==> src/rtl/eeprom_seq.sv <==
module eeprom_seq #(
  parameter int CLK_HZ    = 125_000_000,
  parameter int MAX_POLLS = 500,
  parameter bit WIDE      = 1'b0,
  parameter int LEN_W     = 16
) (
  input  logic             clk,
  input  logic             rst_n,
  input  logic             req_valid,
  input  logic             req_write,
  input  logic [15:0]      req_addr,
  input  logic [LEN_W-1:0] req_len,
  input  logic [7:0]       wr_data,
  output logic             wr_take,
  output logic [7:0]       rd_data,
  output logic             busy,
  output logic             done,
  output logic             err,
  output logic             cmd_valid,
  output logic             cmd_start,
  output logic             cmd_stop,
  output logic             cmd_write,
  output logic             cmd_read,
  output logic             cmd_nack,
  output logic [7:0]       cmd_byte,
  input  logic             core_tip,
  input  logic             core_rxack,
  input  logic             core_al,
  input  logic [7:0]       core_rdata
);
  localparam int DEV_BYTES = WIDE ? 32768 : 2048;
  localparam int PAGE      = WIDE ? 64 : 16;
  localparam int DEV_SH    = WIDE ? 14 : 7;
  localparam int KHZ       = CLK_HZ / 1000;
  localparam int BASE_CYC  = (KHZ * 32 / 1000 < 1) ? 1 : KHZ * 32 / 1000;
  localparam int PROG_CYC  = (KHZ * 6 < 1) ? 1 : KHZ * 6;

  typedef enum logic [2:0] {ST_IDLE, ST_CMD, ST_POLL, ST_WAIT, ST_PROG, ST_ABORT} st_t;
  typedef enum logic [2:0] {SP_DEVW, SP_AHI, SP_ALO, SP_DEVR, SP_RDB, SP_DATA} sp_t;

  st_t              st;
  sp_t              sp;
  logic             is_wr;
  logic [15:0]      cur_addr;
  logic [LEN_W-1:0] remain, burst;
  logic [15:0]      budget;
  logic [31:0]      dly, cnt;

  function automatic logic [LEN_W-1:0] burst_of(input logic [15:0] a, input logic [LEN_W-1:0] n);
    int room;
    room = PAGE - int'(a & 16'(PAGE - 1));
    return (int'(n) < room) ? n : LEN_W'(room);
  endfunction

  wire [7:0] dev_base = 8'hA0 | (8'(cur_addr >> DEV_SH) & 8'h0E);
  wire       ack_ok   = (sp == SP_RDB) ? core_rxack : !core_rxack;
  wire       refuse   = req_write ? (req_len == '0 || (32'(req_addr) + 32'(req_len)) > 32'(DEV_BYTES))
                                  : (32'(req_addr) >= 32'(DEV_BYTES));

  assign cmd_valid = (st == ST_CMD) || (st == ST_ABORT);
  assign wr_take   = (st == ST_CMD) && (sp == SP_DATA);
  assign busy      = (st != ST_IDLE);

  always_comb begin
    {cmd_start, cmd_stop, cmd_write, cmd_read, cmd_nack} = 5'b0;
    cmd_byte = 8'h00;
    if (st == ST_ABORT) cmd_stop = 1'b1;
    else if (st == ST_CMD) begin
      case (sp)
        SP_DEVW: begin cmd_start = 1'b1; cmd_write = 1'b1; cmd_byte = dev_base; end
        SP_DEVR: begin cmd_start = 1'b1; cmd_write = 1'b1; cmd_byte = dev_base | 8'h01; end
        SP_AHI:  begin cmd_write = 1'b1; cmd_byte = cur_addr[15:8]; end
        SP_ALO:  begin cmd_write = 1'b1; cmd_byte = cur_addr[7:0]; end
        SP_RDB:  begin cmd_read = 1'b1; cmd_nack = 1'b1; cmd_stop = 1'b1; end
        default: begin cmd_write = 1'b1; cmd_stop = (burst == LEN_W'(1)); cmd_byte = wr_data; end
      endcase
    end
  end

  always_ff @(posedge clk or negedge rst_n) begin
    if (!rst_n) begin
      st <= ST_IDLE; sp <= SP_DEVW; is_wr <= 1'b0; cur_addr <= '0;
      remain <= '0; burst <= '0; budget <= '0; dly <= '0; cnt <= '0;
      rd_data <= '0; done <= 1'b0; err <= 1'b0;
    end else begin
      done <= 1'b0;
      err  <= 1'b0;
      case (st)
        ST_IDLE: if (req_valid) begin
          cur_addr <= req_addr; remain <= req_len; is_wr <= req_write;
          sp <= SP_DEVW; burst <= burst_of(req_addr, req_len);
          if (refuse) begin done <= 1'b1; err <= 1'b1; end
          else st <= ST_CMD;
        end
        ST_CMD: begin
          st <= ST_POLL; budget <= 16'(MAX_POLLS); dly <= 32'(BASE_CYC);
        end
        ST_POLL: begin
          if (core_al) st <= ST_ABORT;
          else if (!core_tip && ack_ok) begin
            st <= ST_CMD;
            case (sp)
              SP_DEVW: sp <= WIDE ? SP_AHI : SP_ALO;
              SP_AHI:  sp <= SP_ALO;
              SP_ALO:  sp <= is_wr ? SP_DATA : SP_DEVR;
              SP_DEVR: sp <= SP_RDB;
              SP_RDB:  begin rd_data <= core_rdata; done <= 1'b1; st <= ST_IDLE; end
              default: begin
                cur_addr <= cur_addr + 16'd1; remain <= remain - 1'b1; burst <= burst - 1'b1;
                if (burst == LEN_W'(1)) begin st <= ST_PROG; cnt <= 32'(PROG_CYC); end
              end
            endcase
          end else if (budget == '0) st <= ST_ABORT;
          else begin budget <= budget - 16'd1; cnt <= dly; st <= ST_WAIT; end
        end
        ST_WAIT: begin
          if (cnt <= 32'd1) begin
            st <= ST_POLL;
            dly <= dly[31] ? '1 : (dly << 1);
          end else cnt <= cnt - 32'd1;
        end
        ST_PROG: begin
          if (cnt <= 32'd1) begin
            if (remain == '0) begin done <= 1'b1; st <= ST_IDLE; end
            else begin sp <= SP_DEVW; burst <= burst_of(cur_addr, remain); st <= ST_CMD; end
          end else cnt <= cnt - 32'd1;
        end
        default: begin done <= 1'b1; err <= 1'b1; st <= ST_IDLE; end
      endcase
    end
  end


  refuse_quiet_chk: assert property (@(posedge clk) disable iff (!rst_n)
    (st == ST_IDLE && req_valid && refuse) |=> (done && err && !cmd_valid));

  cmd_spacing_chk: assert property (@(posedge clk) disable iff (!rst_n)
    cmd_valid |=> !cmd_valid);

  abort_reports_chk: assert property (@(posedge clk) disable iff (!rst_n)
    (cmd_valid && cmd_stop && !cmd_write && !cmd_read) |=> (done && err));

  dev_prefix_chk: assert property (@(posedge clk) disable iff (!rst_n)
    (cmd_valid && cmd_start) |-> (cmd_byte[7:4] == 4'hA && cmd_write));

  take_is_data_chk: assert property (@(posedge clk) disable iff (!rst_n)
    wr_take |-> (cmd_valid && cmd_write && !cmd_start && !cmd_read));

  read_tail_chk: assert property (@(posedge clk) disable iff (!rst_n)
    (cmd_valid && cmd_read) |-> (cmd_nack && cmd_stop));

  err_with_done_chk: assert property (@(posedge clk) disable iff (!rst_n)
    err |-> done);
endmodule

==> config.mk <==
export PLATFORM = sky130hd
export DESIGN_NAME = eeprom_seq
export DESIGN_NICKNAME = d
export VERILOG_FILES = /design/src/rtl/eeprom_seq.sv
export SDC_FILE = /design/constraint.sdc
export NUM_CORES = 1
export LEC_CHECK = 0
export CAP_MARGIN = 20
export CELL_PAD_IN_SITES_DETAIL_PLACEMENT = 0
export CELL_PAD_IN_SITES_GLOBAL_PLACEMENT = 2
export CORE_MARGIN = 10
export CORE_UTILIZATION = 39
export DETAILED_ROUTE_END_ITERATION = 10
export HOLD_SLACK_MARGIN = 0.03
export PLACE_DENSITY_LB_ADDON = 0.1
export SYNTH_ARGS = -nofsm -noshare
export SYNTH_HDL_FRONTEND = slang
export SYNTH_SLANG_ARGS = --single-unit
==> constraint.sdc <==
create_clock -name clk -period 6.22 [get_ports clk]
set_clock_uncertainty 0.15 [all_clocks]
set_input_delay 1.244 -clock clk [delete_from_list [all_inputs] [get_ports clk]]
set_output_delay 1.244 -clock clk [all_outputs]
set_load 0.1 [all_outputs]
Yosys cells after proc, flatten, opt, wreduce, memory -nomap -nowiden
Cells that the tools add are included.
{"block": "op_classes", "shift": 0, "addsub": 8, "eq_ne": 26, "bitwise": 1, "div": 0, "order_cmp": 5, "n_mux": 77, "n_reduce_logical": 33, "multipliers": 0}
{"operator": "$mux W16", "count": 19}
{"operator": "$mux W32", "count": 8}
{"operator": "$pmux W32 S2", "count": 2}
{"operator": "$pmux W16 S2", "count": 3}
{"operator": "$logic_not A16 Y1", "count": 3}
{"operator": "$pmux W16 S3", "count": 1}
{"operator": "$sub A16 B1 Y16 const B", "count": 3}
{"operator": "$mux W3", "count": 14}
{"operator": "$pmux W8 S5", "count": 1}
{"operator": "$lt A17 B6 Y1", "count": 2}
{"operator": "$le A32 B1 Y1 const B", "count": 1}
{"operator": "$sub A32 B1 Y32 const B", "count": 1}
{"operator": "$ne A2 B2 Y1 const B", "count": 11}
{"operator": "$mux W1", "count": 20}
{"operator": "$pmux W3 S3", "count": 2}
{"operator": "$add A16 B16 Y17", "count": 1}
{"operator": "$gt A17 B12 Y1 const B", "count": 1}
{"operator": "$add A16 B1 Y16 const B", "count": 1}
{"operator": "$eq A16 B1 Y1 const B", "count": 1}
{"operator": "$ge A16 B12 Y1 const B", "count": 1}
{"operator": "$mux W8", "count": 2}
{"operator": "$pmux W3 S5", "count": 1}
{"operator": "$reduce_and A7 Y1", "count": 2}
{"operator": "$eq A3 B2 Y1 const B", "count": 4}
{"operator": "other kinds (22)", "count": 45}
{"block": "totals", "ram_bits": 0, "inputBits": 55, "out_inout_bits": 26, "n_memories": 0, "ff_bits": 145, "latch_bits": 0, "romBits": 0}

Depth between registers and ports, before layout
{"block": "depth", "word_depth": 7, "depth_mapped": 11}

Least setup slack after synthesis
No wires, ideal clock.
{"block": "synth_timing", "path_type": "register to output", "startpoint": "reg st[1]", "endpoint": "out cmd_start", "n_path_buf": 1, "arrival_time_ns": 3.704, "path_stages_with_launch": 6, "setup_slack_ns": 1.122, "path_cell_list": "dfrtp_1 > clkbuf_1 > nand2b_1 > inv_1 > nand2_1 > nor3_1"}
{"block": "synth_between", "elab_chain_cells": 3}
{"item": "start: declaration", "line": "41", "text": "st_t st;"}
{"item": "start signal: assignment", "line": "82", "text": "st <= ST_IDLE; sp <= SP_DEVW; is_wr <= 1'b0; cur_addr <= '0;"}
{"item": "start signal: assignment", "line": "93", "text": "else st <= ST_CMD;"}
{"item": "start signal: assignment", "line": "96", "text": "st <= ST_POLL; budget <= 16'(MAX_POLLS); dly <= 32'(BASE_CYC);"}
{"item": "$eq A3 B1 Y1", "line": "68", "text": "else if (st == ST_CMD) begin"}
{"item": "$mux W1", "line": "68"}
{"item": "$mux W1 *", "line": "67", "text": "if (st == ST_ABORT) cmd_stop = 1'b1;"}
{"item": "end: declaration", "line": "20", "text": "output logic cmd_start,"}
Every way passes the cells marked *; elsewhere a longest branch is shown, timed or not.

Worst setup path in the final report
{"block": "layout_timing", "startpoint": "reg burst[1]", "endpoint": "out cmd_stop"}
{"block": "layout_between", "elab_chain_cells": 4}
{"item": "start: declaration", "line": "45", "text": "logic [LEN_W-1:0] remain, burst;"}
{"item": "start signal: assignment", "line": "109", "text": "cur_addr <= cur_addr + 16'd1; remain <= remain - 1'b1; burst <= burst - 1'b1;"}
{"item": "$eq A16 B1 Y1", "line": "75", "text": "default: begin cmd_write = 1'b1; cmd_stop = (burst == LEN_W'(1)); cmd_byte = wr_data; end"}
{"item": "$pmux W1 S2", "line": "69", "text": "case (sp)"}
{"item": "$mux W1", "line": "68"}
{"item": "$mux W1", "line": "67"}
{"item": "end: declaration", "line": "21", "text": "output logic cmd_stop,"}
No other way between the ends.

==> results.md <==
* Crit end category: output port
* Critical path's slowest cell: clkdlybuf4s50_1
* CTS H-Tree Depth at 4
* Die Ht at 180 um
* Buffer and inverter count on the worst path at 2
* Post-synthesis sequential area ratio at 36.5%
* Vias in the first global route at 8906
* Post-DR vias/cell at 5.82
* Status: completed
* RSZ-0062 raised after global routing: false
* Placed cell areas at 10900 um^2
* Final net count at 1317
* Syn avg cell area at 8.36 um^2
* DRC at 0
* Top cell type's share of synthesized area at 36.5%
* Crit-path max cell delay at 1.18 ns
* Post-CTS Resized at 0
* EDFF count, synth at 0
* Cell Rows at 58
* GRT Total Usage at 18.6%
* Grt ovf at 0
* I/O Buffers at 80
* Initial Util at 39.6%
* Setup-failing EPs final at 0
* Rel. slew slack at 26.3%
* First-pass GRT wire length at 49800 um
* WL/cell at 19.6 um
* Crit Path Category: reg -> out
* Max clock buf depth at 2
* DRT iter0 DRCs at 471
* Clock sink count at 145
* Root buffer cell: clkbuf_16
* Mapped Area at 9930 um^2
* Layout area overhead at 15.0%
* Final Max Tran Viols at 0
* Share of layout cells above drive strength 1 at 9.92%
* PwrDens at 328 nW/um^2
* Post-DP HPWL at 21900 um
* Worst EP arrival at 3.31 ns
* Post-layout min period at 4.70 ns
* Hold Path Class: reg -> reg
* Final setup TNS at 0 ns
* # fillers at 2509
* Number of buffers created by CTS at 17
* Design area at 11400 um^2
* Post-route antenna net violation count at 0
* Cells along the critical path: inv_1, ha_1, nor4b_1, and4_1, o21ai_0, a21oi_1, clkdlybuf4s50_1
* Ant. Diodes at 0
* Hold_buf cts at 0
* First-pass DRT Iterations at 5
* Ranking of synthesized cells by area: dfrtp_1 (37%), o21ai_0 (7.3%), a21oi_1 (5.3%)
* Share of flip-flops with an asynchronous set or reset at 100%
* CP top delay family: buffers and inverters
* Mapped Cells at 1188
* Setup Buffers After CTS at 0
* Initial antenna violation count at 1
* Crit Path Max Fanout at 3
* CTS tree: built
* Fmax at 213 MHz
* Max VDD drop at 181 uV
* Die width at 180 um
* Latest clock arrival within the worst-skew pair at 0.43 ns
* Crit path launch type: flip-flop
* Final hold vios at 0
* Largest area contributor in the netlist: dfrtp_1
* Worst-Margin Slew at 1.11 ns
* Full die area at 32200 um^2
* Ys Warns at 0
* Yosys cell types at 85
* Synth Register Bits at 145
* CP Data Required Time at 4.83 ns
* Vias at 9138
* Top_reg_cell synth: dfrtp_1
* Max_cap viols at 0
* Placer Congestion at 0.865
* Net count after synthesis at 1278
* Routed WL at 30700 um
* Power Total at 3.75 mW
* I/O Pins at 81
* Largest net degree at the start of global routing at 90
* Clock transition at path regs at 0.07 ns
* CORE AREA at 25100 um^2
* Pleak at 4.46 nW
* Final Cycle Share at 75.6%
-- synth_stat cells, types with 9 or more instances --
cell      instances
a21oi_1         105
a31oi_1          14
a32oi_1          15
and2_1           11
buf_2            15
clkbuf_1         41
dfrtp_1         145
ha_1             34
inv_1            38
mux2_2           12
mux2i_1          12
nand2_1          99
nand2b_1         11
nand3_1          29
nand4_1          11
nor2_1          106
nor2b_1          13
nor3_1           47
nor4_1           14
o211ai_1          9
o21ai_0         144
o21ai_1          25
o21ai_2          30
o22ai_1          14
xor2_1           15
-- flip-flops by register name, indices dropped and copies added, names as in the netlist --
name      count
dly          32
rd_data       8
sp            3
cur_addr     16
st            3
is_wr         1
err           1
cnt          32
remain       16
burst        16
done          1
budget       16
-- where the power goes --
group / switching (mW) / total [mW] / internal (mW)
clock network: 0.449 / 0.976 / 0.527
registers: 0.358 / 1.57 / 1.21
logic: 0.716 / 1.21 / 0.492
total: 1.52 / 3.75 / 2.23
-- worst register-to-register path: cells and delay by family, from the launching register on --
family | cells | cell delay [ns]
AOI/OAI and AO/OA | 3 | 1.39
and+or+nand+nor | 2 | 1.23
DFF | 1 | 0.63
buffers and inverters | 1 | 0.20
-- area by class of cell --
type                            instances  area [um^2]  share of cell area (%)
Inverter                               39          146                    1.28
Timing Repair Buffer                   91          885                    7.74
Clock buffer                           19          443                    3.88
Sequential cell                       145         3630                    31.8
Multi-Input combinational cell        933         5800                    50.8
Tap cell                              330          413                    3.61
Clock inverter                         13          104                   0.909
-- placed cells by master, fill, tap and decap left out, types with 9 or more instances in the layout --
| cell | netlist | routed |
|---|---|---|
| a21oi_1 | 105 | 105 |
| a31oi_1 | 14 | 14 |
| a32oi_1 | 15 | 15 |
| and2_1 | 11 | 10 |
| buf_4 | 5 | 11 |
| clkbuf_16 | 0 | 17 |
| clkdlybuf4s50_1 | 0 | 79 |
| dfrtp_1 | 145 | 145 |
| ha_1 | 34 | 34 |
| inv_1 | 38 | 38 |
| mux2_2 | 12 | 12 |
| mux2i_1 | 12 | 12 |
| nand2_1 | 99 | 98 |
| nand2b_1 | 11 | 11 |
| nand3_1 | 29 | 29 |
| nand4_1 | 11 | 11 |
| nor2_1 | 106 | 105 |
| nor2b_1 | 13 | 13 |
| nor3_1 | 47 | 47 |
| nor4_1 | 14 | 14 |
| o211ai_1 | 9 | 9 |
| o21ai_0 | 144 | 144 |
| o21ai_1 | 25 | 24 |
| o21ai_2 | 30 | 31 |
| o22ai_1 | 14 | 14 |
| xor2_1 | 15 | 15 |
-- stage by stage --
| stage | hold slack, ns | cells | util, % | setup slack [ns] |
|---|---|---|---|---|
| final | 0.347 | 1570 | 45.5 | 1.52 |
| after global routing | 0.380 | 1570 | 45.5 | 1.33 |
| after CTS | 0.348 | 1570 | 45.5 | 1.50 |
| after detailed placement | 0.340 | 1538 | 43.3 | 1.49 |
| after global placement | 0.333 | 1538 | 43.3 | 1.57 |
| after floorplan | 0.302 | 1188 | - | 1.12 |
-- final timing paths --
| check | from | endpoint | slack, ns | cells after the start |
|---|---|---|---|---|
| max | burst[1] | cmd_stop | 1.52 | 7 |
| max in group asynchronous | rst_n | dly[25] | 4.22 | 2 |
| min in group asynchronous | rst_n | budget[8] | 0.74 | 1 |
| min reg2reg | budget[0] | budget[0] | 0.35 | 1 |
| min | budget[0] | budget[0] | 0.35 | 1 |
| max reg2reg | st[2] | cnt[15] | 2.52 | 6 |
-- cell families after synthesis --
| logic type | Yosys count | share of synthesized area (%) |
|---|---|---|
| buffers and inverters | 110 | 5.14 |
| AND/OR/NAND/NOR | 405 | 20.9 |
| XOR/XNOR | 23 | 2.03 |
| multiplexers | 25 | 2.68 |
| flip-flops | 145 | 36.5 |
| AO/OA/AOI/OAI | 445 | 28.2 |
| adder cells (fa/ha/maj) | 35 | 4.49 |
-- layer usage --
layer	track usage [%]	share of wire, %	routed length [um]
met1	25.2	47	14500
met3	2.89	3.7	1120
met4	6.09	2.1	651
met5	0	0.039	12
met2	29.5	47	14400
No activity file was read; power rests on OpenSTA's default activity.
